## src/rtl/gpio_bank_pkg.sv

```systemverilog
package gpio_bank_pkg;
   localparam int unsigned OFF_LVL  = 'h00;
   localparam int unsigned OFF_DIR  = 'h0C;
   localparam int unsigned OFF_SET  = 'h18;
   localparam int unsigned OFF_CLR  = 'h24;
   localparam int unsigned OFF_REN  = 'h30;
   localparam int unsigned OFF_FEN  = 'h3C;
   localparam int unsigned OFF_STS  = 'h48;
   localparam int unsigned OFF_MSK  = 'h9C;
   localparam int unsigned GROUP_SZ = 3;
   localparam int unsigned GROUP_SPAN = 'h100;

   // Byte base of a bank: three banks share one block, word-interleaved
   function automatic int unsigned bank_base(input int unsigned b);
      return (b / GROUP_SZ) * GROUP_SPAN + (b % GROUP_SZ) * 4;
   endfunction
endpackage

```

## src/rtl/gpio_edge_sync.sv

```systemverilog
module gpio_edge_sync #(
   parameter int unsigned PINS = 32
) (
   input  logic            clk,
   input  logic            rst_n,
   input  logic [PINS-1:0] pad_in,
   output logic [PINS-1:0] lvl,
   output logic [PINS-1:0] rise,
   output logic [PINS-1:0] fall
);
   logic [PINS-1:0] meta_q, sync_q, prev_q;

   always_ff @(posedge clk or negedge rst_n) begin
      if (!rst_n) begin
         meta_q <= '0;
         sync_q <= '0;
         prev_q <= '0;
      end else begin
         meta_q <= pad_in;
         sync_q <= meta_q;
         prev_q <= sync_q;
      end
   end

   assign lvl  = sync_q;
   assign rise = sync_q & ~prev_q;
   assign fall = ~sync_q & prev_q;
endmodule

```

## src/rtl/gpio_bank.sv

```systemverilog
module gpio_bank
   import gpio_bank_pkg::*;
#(
   parameter int unsigned BANK_IDX = 0,
   parameter int unsigned PINS     = 32,
   parameter int unsigned ADDR_W   = 12,
   parameter logic [PINS-1:0] INV  = '0
) (
   input  logic              clk,
   input  logic              rst_n,
   input  logic [ADDR_W-1:0] addr,
   input  logic [PINS-1:0]   wdata,
   input  logic              wr,
   input  logic [PINS-1:0]   pad_in,
   output logic [PINS-1:0]   pad_out,
   output logic [PINS-1:0]   pad_oe,
   output logic [PINS-1:0]   rd_word,
   output logic [PINS-1:0]   irq_vec
);
   localparam int unsigned BASE = bank_base(BANK_IDX);
   localparam logic [ADDR_W-1:0] A_LVL = ADDR_W'(BASE + OFF_LVL);
   localparam logic [ADDR_W-1:0] A_DIR = ADDR_W'(BASE + OFF_DIR);
   localparam logic [ADDR_W-1:0] A_SET = ADDR_W'(BASE + OFF_SET);
   localparam logic [ADDR_W-1:0] A_CLR = ADDR_W'(BASE + OFF_CLR);
   localparam logic [ADDR_W-1:0] A_REN = ADDR_W'(BASE + OFF_REN);
   localparam logic [ADDR_W-1:0] A_FEN = ADDR_W'(BASE + OFF_FEN);
   localparam logic [ADDR_W-1:0] A_STS = ADDR_W'(BASE + OFF_STS);
   localparam logic [ADDR_W-1:0] A_MSK = ADDR_W'(BASE + OFF_MSK);

   logic [PINS-1:0] dir_q, out_q, ren_q, fen_q, sts_q, msk_q;
   logic [PINS-1:0] lvl, rise, fall, w1c, hits;

   gpio_edge_sync #(.PINS(PINS)) u_sync (
      .clk(clk), .rst_n(rst_n), .pad_in(pad_in),
      .lvl(lvl), .rise(rise), .fall(fall)
   );

   // Clear pattern applies first, new events are ORed afterwards
   assign w1c  = (wr && addr == A_STS) ? wdata : '0;
   assign hits = (rise & ren_q) | (fall & fen_q);

   always_ff @(posedge clk or negedge rst_n) begin
      if (!rst_n) begin
         dir_q <= INV;
         out_q <= '0;
         ren_q <= '0;
         fen_q <= '0;
         sts_q <= '0;
         msk_q <= '0;
      end else begin
         sts_q <= (sts_q & ~w1c) | hits;
         if (wr) begin
            unique case (addr)
               A_DIR:   dir_q <= wdata;
               A_SET:   out_q <= out_q | wdata;
               A_CLR:   out_q <= out_q & ~wdata;
               A_REN:   ren_q <= wdata;
               A_FEN:   fen_q <= wdata;
               A_MSK:   msk_q <= wdata;
               default: ;
            endcase
         end
      end
   end

   always_comb begin
      unique case (addr)
         A_LVL:   rd_word = lvl;
         A_DIR:   rd_word = dir_q;
         A_REN:   rd_word = ren_q;
         A_FEN:   rd_word = fen_q;
         A_STS:   rd_word = sts_q;
         A_MSK:   rd_word = msk_q;
         default: rd_word = '0;
      endcase
   end

   assign pad_out = out_q;
   assign pad_oe  = dir_q ^ INV;
   assign irq_vec = sts_q & msk_q;
endmodule

```

## src/rtl/gpio_bank_ctrl.sv

```systemverilog
module gpio_bank_ctrl
   import gpio_bank_pkg::*;
#(
   parameter int unsigned NUM_BANKS = 4,
   parameter int unsigned PINS      = 32,
   parameter int unsigned ADDR_W    = 12,
   parameter logic [NUM_BANKS*PINS-1:0] DIR_INV = '0
) (
   input  logic                      clk,
   input  logic                      rst_n,
   input  logic [ADDR_W-1:0]         bus_addr,
   input  logic [PINS-1:0]           bus_wdata,
   input  logic                      bus_wr,
   input  logic                      bus_rd,
   output logic [PINS-1:0]           bus_rdata,
   input  logic [NUM_BANKS*PINS-1:0] pad_in,
   output logic [NUM_BANKS*PINS-1:0] pad_out,
   output logic [NUM_BANKS*PINS-1:0] pad_oe,
   output logic                      irq_any,
   output logic                      irq_pin0,
   output logic                      irq_pin1
);
   localparam int unsigned NP       = NUM_BANKS * PINS;
   localparam int unsigned TOP_ADDR = bank_base(NUM_BANKS - 1) + OFF_MSK;

   if (PINS < 2 || PINS > 32) begin : g_bad_pins
      $error("gpio_bank_ctrl: PINS must lie in 2..32");
   end
   if (NUM_BANKS < 1) begin : g_bad_banks
      $error("gpio_bank_ctrl: NUM_BANKS must be at least 1");
   end
   if (TOP_ADDR >= (64'd1 << ADDR_W)) begin : g_bad_addr
      $error("gpio_bank_ctrl: ADDR_W too narrow for NUM_BANKS");
   end

   logic [PINS-1:0] rd_words [NUM_BANKS];
   logic [PINS-1:0] irq_vecs [NUM_BANKS];
   logic [PINS-1:0] rd_or;
   logic            any_or;

   for (genvar b = 0; b < NUM_BANKS; b++) begin : g_bank
      gpio_bank #(
         .BANK_IDX(b), .PINS(PINS), .ADDR_W(ADDR_W),
         .INV(DIR_INV[b*PINS +: PINS])
      ) u_bank (
         .clk(clk), .rst_n(rst_n),
         .addr(bus_addr), .wdata(bus_wdata), .wr(bus_wr),
         .pad_in(pad_in[b*PINS +: PINS]),
         .pad_out(pad_out[b*PINS +: PINS]),
         .pad_oe(pad_oe[b*PINS +: PINS]),
         .rd_word(rd_words[b]),
         .irq_vec(irq_vecs[b])
      );
   end

   always_comb begin
      rd_or  = '0;
      any_or = 1'b0;
      for (int b = 0; b < NUM_BANKS; b++) begin
         rd_or  = rd_or | rd_words[b];
         any_or = any_or | (|irq_vecs[b]);
      end
   end

   always_ff @(posedge clk or negedge rst_n) begin
      if (!rst_n)      bus_rdata <= '0;
      else if (bus_rd) bus_rdata <= rd_or;
   end

   assign irq_any  = any_or;
   assign irq_pin0 = irq_vecs[0][0];
   assign irq_pin1 = irq_vecs[0][1];

   // NP kept for width documentation of the pad vectors
   logic [NP-1:0] unused_np;
   assign unused_np = '0;
endmodule

```

## config.mk

```make
export PLATFORM = sky130hd
export DESIGN_NAME = gpio_bank_ctrl
export DESIGN_NICKNAME = d
export VERILOG_FILES = /design/src/rtl/gpio_bank_pkg.sv /design/src/rtl/gpio_edge_sync.sv /design/src/rtl/gpio_bank.sv /design/src/rtl/gpio_bank_ctrl.sv
export SDC_FILE = /design/constraint.sdc
export NUM_CORES = 2
export LEC_CHECK = 0
export BUFFER_PORTS_ARGS = -buffer_cell sky130_fd_sc_hd__clkbuf_2
export CORE_MARGIN = 10
export CORE_UTILIZATION = 59
export DETAILED_ROUTE_END_ITERATION = 10
export PLACE_DENSITY = 0.82
export SETUP_SLACK_MARGIN = 0.2
export SLEW_MARGIN = 10
export SYNTH_ARGS = -nofsm -noshare
export SYNTH_HDL_FRONTEND = slang
export SYNTH_SLANG_ARGS = --single-unit
```

## constraint.sdc

```tcl
create_clock -name clk -period 2.27 [get_ports clk]
set_input_delay 0.454 -clock clk [delete_from_list [all_inputs] [get_ports clk]]
set_output_delay 0.454 -clock clk [all_outputs]
set_load 0.1 [all_outputs]
```

==> results.json <==
{
  "yosysWarningCount": 0,
  "violations": "negative setup slack",
  "peakVddDrop_mv": 0.816,
  "io_buffer_count": 466,
  "fin_ws_ps": -1000,
  "critPathRequiredTime_ps": 1820,
  "clockBufferDepth": 3,
  "syn_area_um2": 49400,
  "synth_area_leader_cell": "dfrtp_1",
  "seq_area_frac_synth_pct": 60.0,
  "clockRootBuffer": "clkbuf_16",
  "power.internal_w": 0.0339,
  "ios": 467,
  "drt_iter0_markers": 7335,
  "startpoint_type": "register",
  "synth.most_common_cell": "dfrtp_1",
  "clkPwrFrac_pct": 44.0,
  "power.density_nw_per_um2": 710,
  "grt_pass1_wl_um": 341000,
  "gp_congestion": 1.13,
  "crit_type": "reg2out",
  "min_path_type": "in2async",
  "instances_no_fill": 6218,
  "rsz0062_at_grt": "yes",
  "switching_share_pct": 25.7,
  "synth_edf_count": 0,
  "routed_wl_um": 245000,
  "finalHoldViolCount": 0,
  "dieArea_um2": 95700,
  "setup_violations": 1,
  "p_leak_nw": 30.2,
  "worstPathArrival_ps": 2820,
  "nets": 5203,
  "synth_area_leaders": "dfrtp_1 60%, mux2_2 11%, nand2_1 3.4%",
  "drive_gt1_share_pct": 39.3,
  "grt_pass1_vias": 45200,
  "syn_area_per_cell_um2": 12.5,
  "fmax_mhz": 306,
  "drv_cap": 0,
  "drc": 0,
  "syn2layout_area_growth_pct": 30.0,
  "post_drt_wl_per_cell_um": 39.3,
  "async_flop_share_pct": 100,
  "fin_skew_ps": 14.4,
  "floorplan.die.height_um": 309,
  "tritoncts": "built",
  "ys_types": 84,
  "p_sw_w": 0.0117,
  "numClockSinks": 1184,
  "r2r_slack_ps": 250,
  "final_util_pct": 77.1,
  "crit_buf_inv": 2,
  "grt-ovfl-total": 0,
  "synthTopCellsByCount": "1184 x dfrtp_1, 485 x mux2_2, 443 x nand2_1",
  "p_comb_share_pct": 7.8,
  "clk_pin_slew_worst_paths_ps": 60,
  "slowest_stage": "dfrtp_1",
  "status": "finished with violations",
  "cp_max_fo": 2,
  "die_w_um": 309,
  "dp_hpwl_um": 172000,
  "grt_antenna_before_repair": 28,
  "rows": 106,
  "start_util_pct": 59.3,
  "crit_family": "simple AND/OR/NAND/NOR gates",
  "cts_buffers": 113,
  "core_um2": 83300,
  "critPathCaptureType": "primary output",
  "viasPerCell": 7.23,
  "syn-num-nets": 4142,
  "slowest_delay_ps": 530,
  "htree_levels": 3,
  "worst_pin_slew_ps": 1060,
  "slew_headroom_pct": 29.5,
  "synthCells": 3966,
  "finalCritPeriodShare_pct": 144,
  "track_usage_pct": 50.7,
  "ys_ff_latch": 1184,
  "fin_setup_tns_ps": -1000,
  "placedCellCount": 5863,
  "via_count": 45000,
  "slew_violations": 0,
  "period_minus_slack_ps": 3270,
  "worstSkewPairLatency_ps": 730,
  "seqPwrFrac_pct": 48.2,
  "synth-main-ff-cell": "dfrtp_1",
  "synth_top_area_share_pct": 60.0,
  "crit_chain": "a22o_1 -> a221oi_2 -> nand4_1 -> nor4_2 -> buf_4 -> nand3_4 -> buf_12",
  "grt_max_degree": 80,
  "postCtsSetupBuffers": 0,
  "ant_nets": 0,
  "firstDrtPassIters": 8
}
## metrics by stage
| stage | setup slack (ps) | power, W | instance area [um2] | hold slack (ps) |
|---|---|---|---|---|
| finish | -1000 | 0.0456 | 64200 | 234 |
| global route | -1010 | 0.0464 | 64200 | 241 |
| CTS | -921 | 0.0452 | 64100 | 224 |
| detailed placement | -883 | 0.0255 | 58500 | 335 |
| global placement | -805 | 0.0255 | 58500 | 331 |
| floorplan | 97.8 | 0.0236 | 50000 | 158 |
## what timing repair did
item / 4_1_cts / 5_1_grt
pin swaps: 2 / 4
hold buffers: 129 / 0
endpoints found under the hold margin: 247 / 0
gates resized for setup: 136 / 66
setup endpoints to repair: 118 / 51
## placed cells by master, fill, tap and decap left out, types with 31 or more instances in the layout
master | Yosys | final
a22oi_1 | 144 | 144
o211ai_1 | 136 | 136
nand3b_1 | 132 | 132
o21ai_0 | 31 | 31
mux2_2 | 485 | 485
mux2_4 | 30 | 58
dlygate4sd3_1 | 0 | 129
dfrtp_1 | 1184 | 1172
a31oi_1 | 152 | 152
clkbuf_2 | 0 | 312
clkbuf_4 | 0 | 110
buf_4 | 8 | 584
a22o_1 | 42 | 40
clkbuf_16 | 0 | 116
buf_12 | 0 | 105
nor2_1 | 69 | 64
a21oi_1 | 156 | 126
nand2_1 | 443 | 436
buf_2 | 103 | 34
mux2i_1 | 53 | 53
nand4_1 | 66 | 66
nand3_1 | 65 | 61
## power groups by stage
stage	registers (W)	logic, W	clock network, W
floorplan	0.0227	0.000899	0
global placement	0.0223	0.00317	0
detailed placement	0.0223	0.00319	0
CTS	0.0220	0.00341	0.0198
global route	0.0220	0.00363	0.0208
finish	0.0220	0.00356	0.0200
## worst register-to-register path, cell delays in order, from the launching register on
cell and delay, ps:
dfrtp_2 500, buf_4 210, mux4_2 470, nand4_1 100, o211ai_1 170, a221oi_2 260
a41oi_1 150
## area by class of cell
type,instances,area (um2)
Antenna cell,16,40.0
Clock buffer,156,3260
Clock inverter,54,641
Fill cell,5113,19100
Inverter,5,18.8
Multi-Input combinational cell,2443,18800
Sequential cell,1184,29600
Tap cell,1080,1350
Timing Repair Buffer,1280,10400
## routing by layer
layer	GRT usage (%)	routed length [um]	up-vias
li1	-	-	16900
met1	61.8	83800	22200
met2	71.0	99500	4379
met3	21.5	37400	1401
met4	37.8	23700	30
met5	1.08	232	-
## worst paths after layout
path                                                        start                             end  cells past startpoint
worst max register to register         g_bank[0].u_bank.sts_q[29]                   bus_rdata[29]                      6
worst min register to register  g_bank[1].u_bank.u_sync.meta_q[8]  g_bank[1].u_bank.u_sync.lvl[8]                      0
min in group clk                                     bus_wdata[6]                        register                      3
worst max-delay path                   g_bank[3].u_bank.sts_q[11]                         irq_any                      7
max in group asynchronous                                   rst_n      g_bank[0].u_bank.pad_oe[3]                      4
worst min-delay path                                        rst_n                       async pin                      2
## logic make-up (layout without fill, tap and decap cells)
kind of cell	count (synthesis)	after routing	synth area share [%]
AOI/OAI and AO/OA	882	882	12.6
buffers and inverters	339	1495	3.01
DFF	1184	1184	60.0
muxes	626	626	14.4
other	0	16	0
and+or+nand+nor	935	935	9.93
No activity file was read; power rests on OpenSTA's default activity.
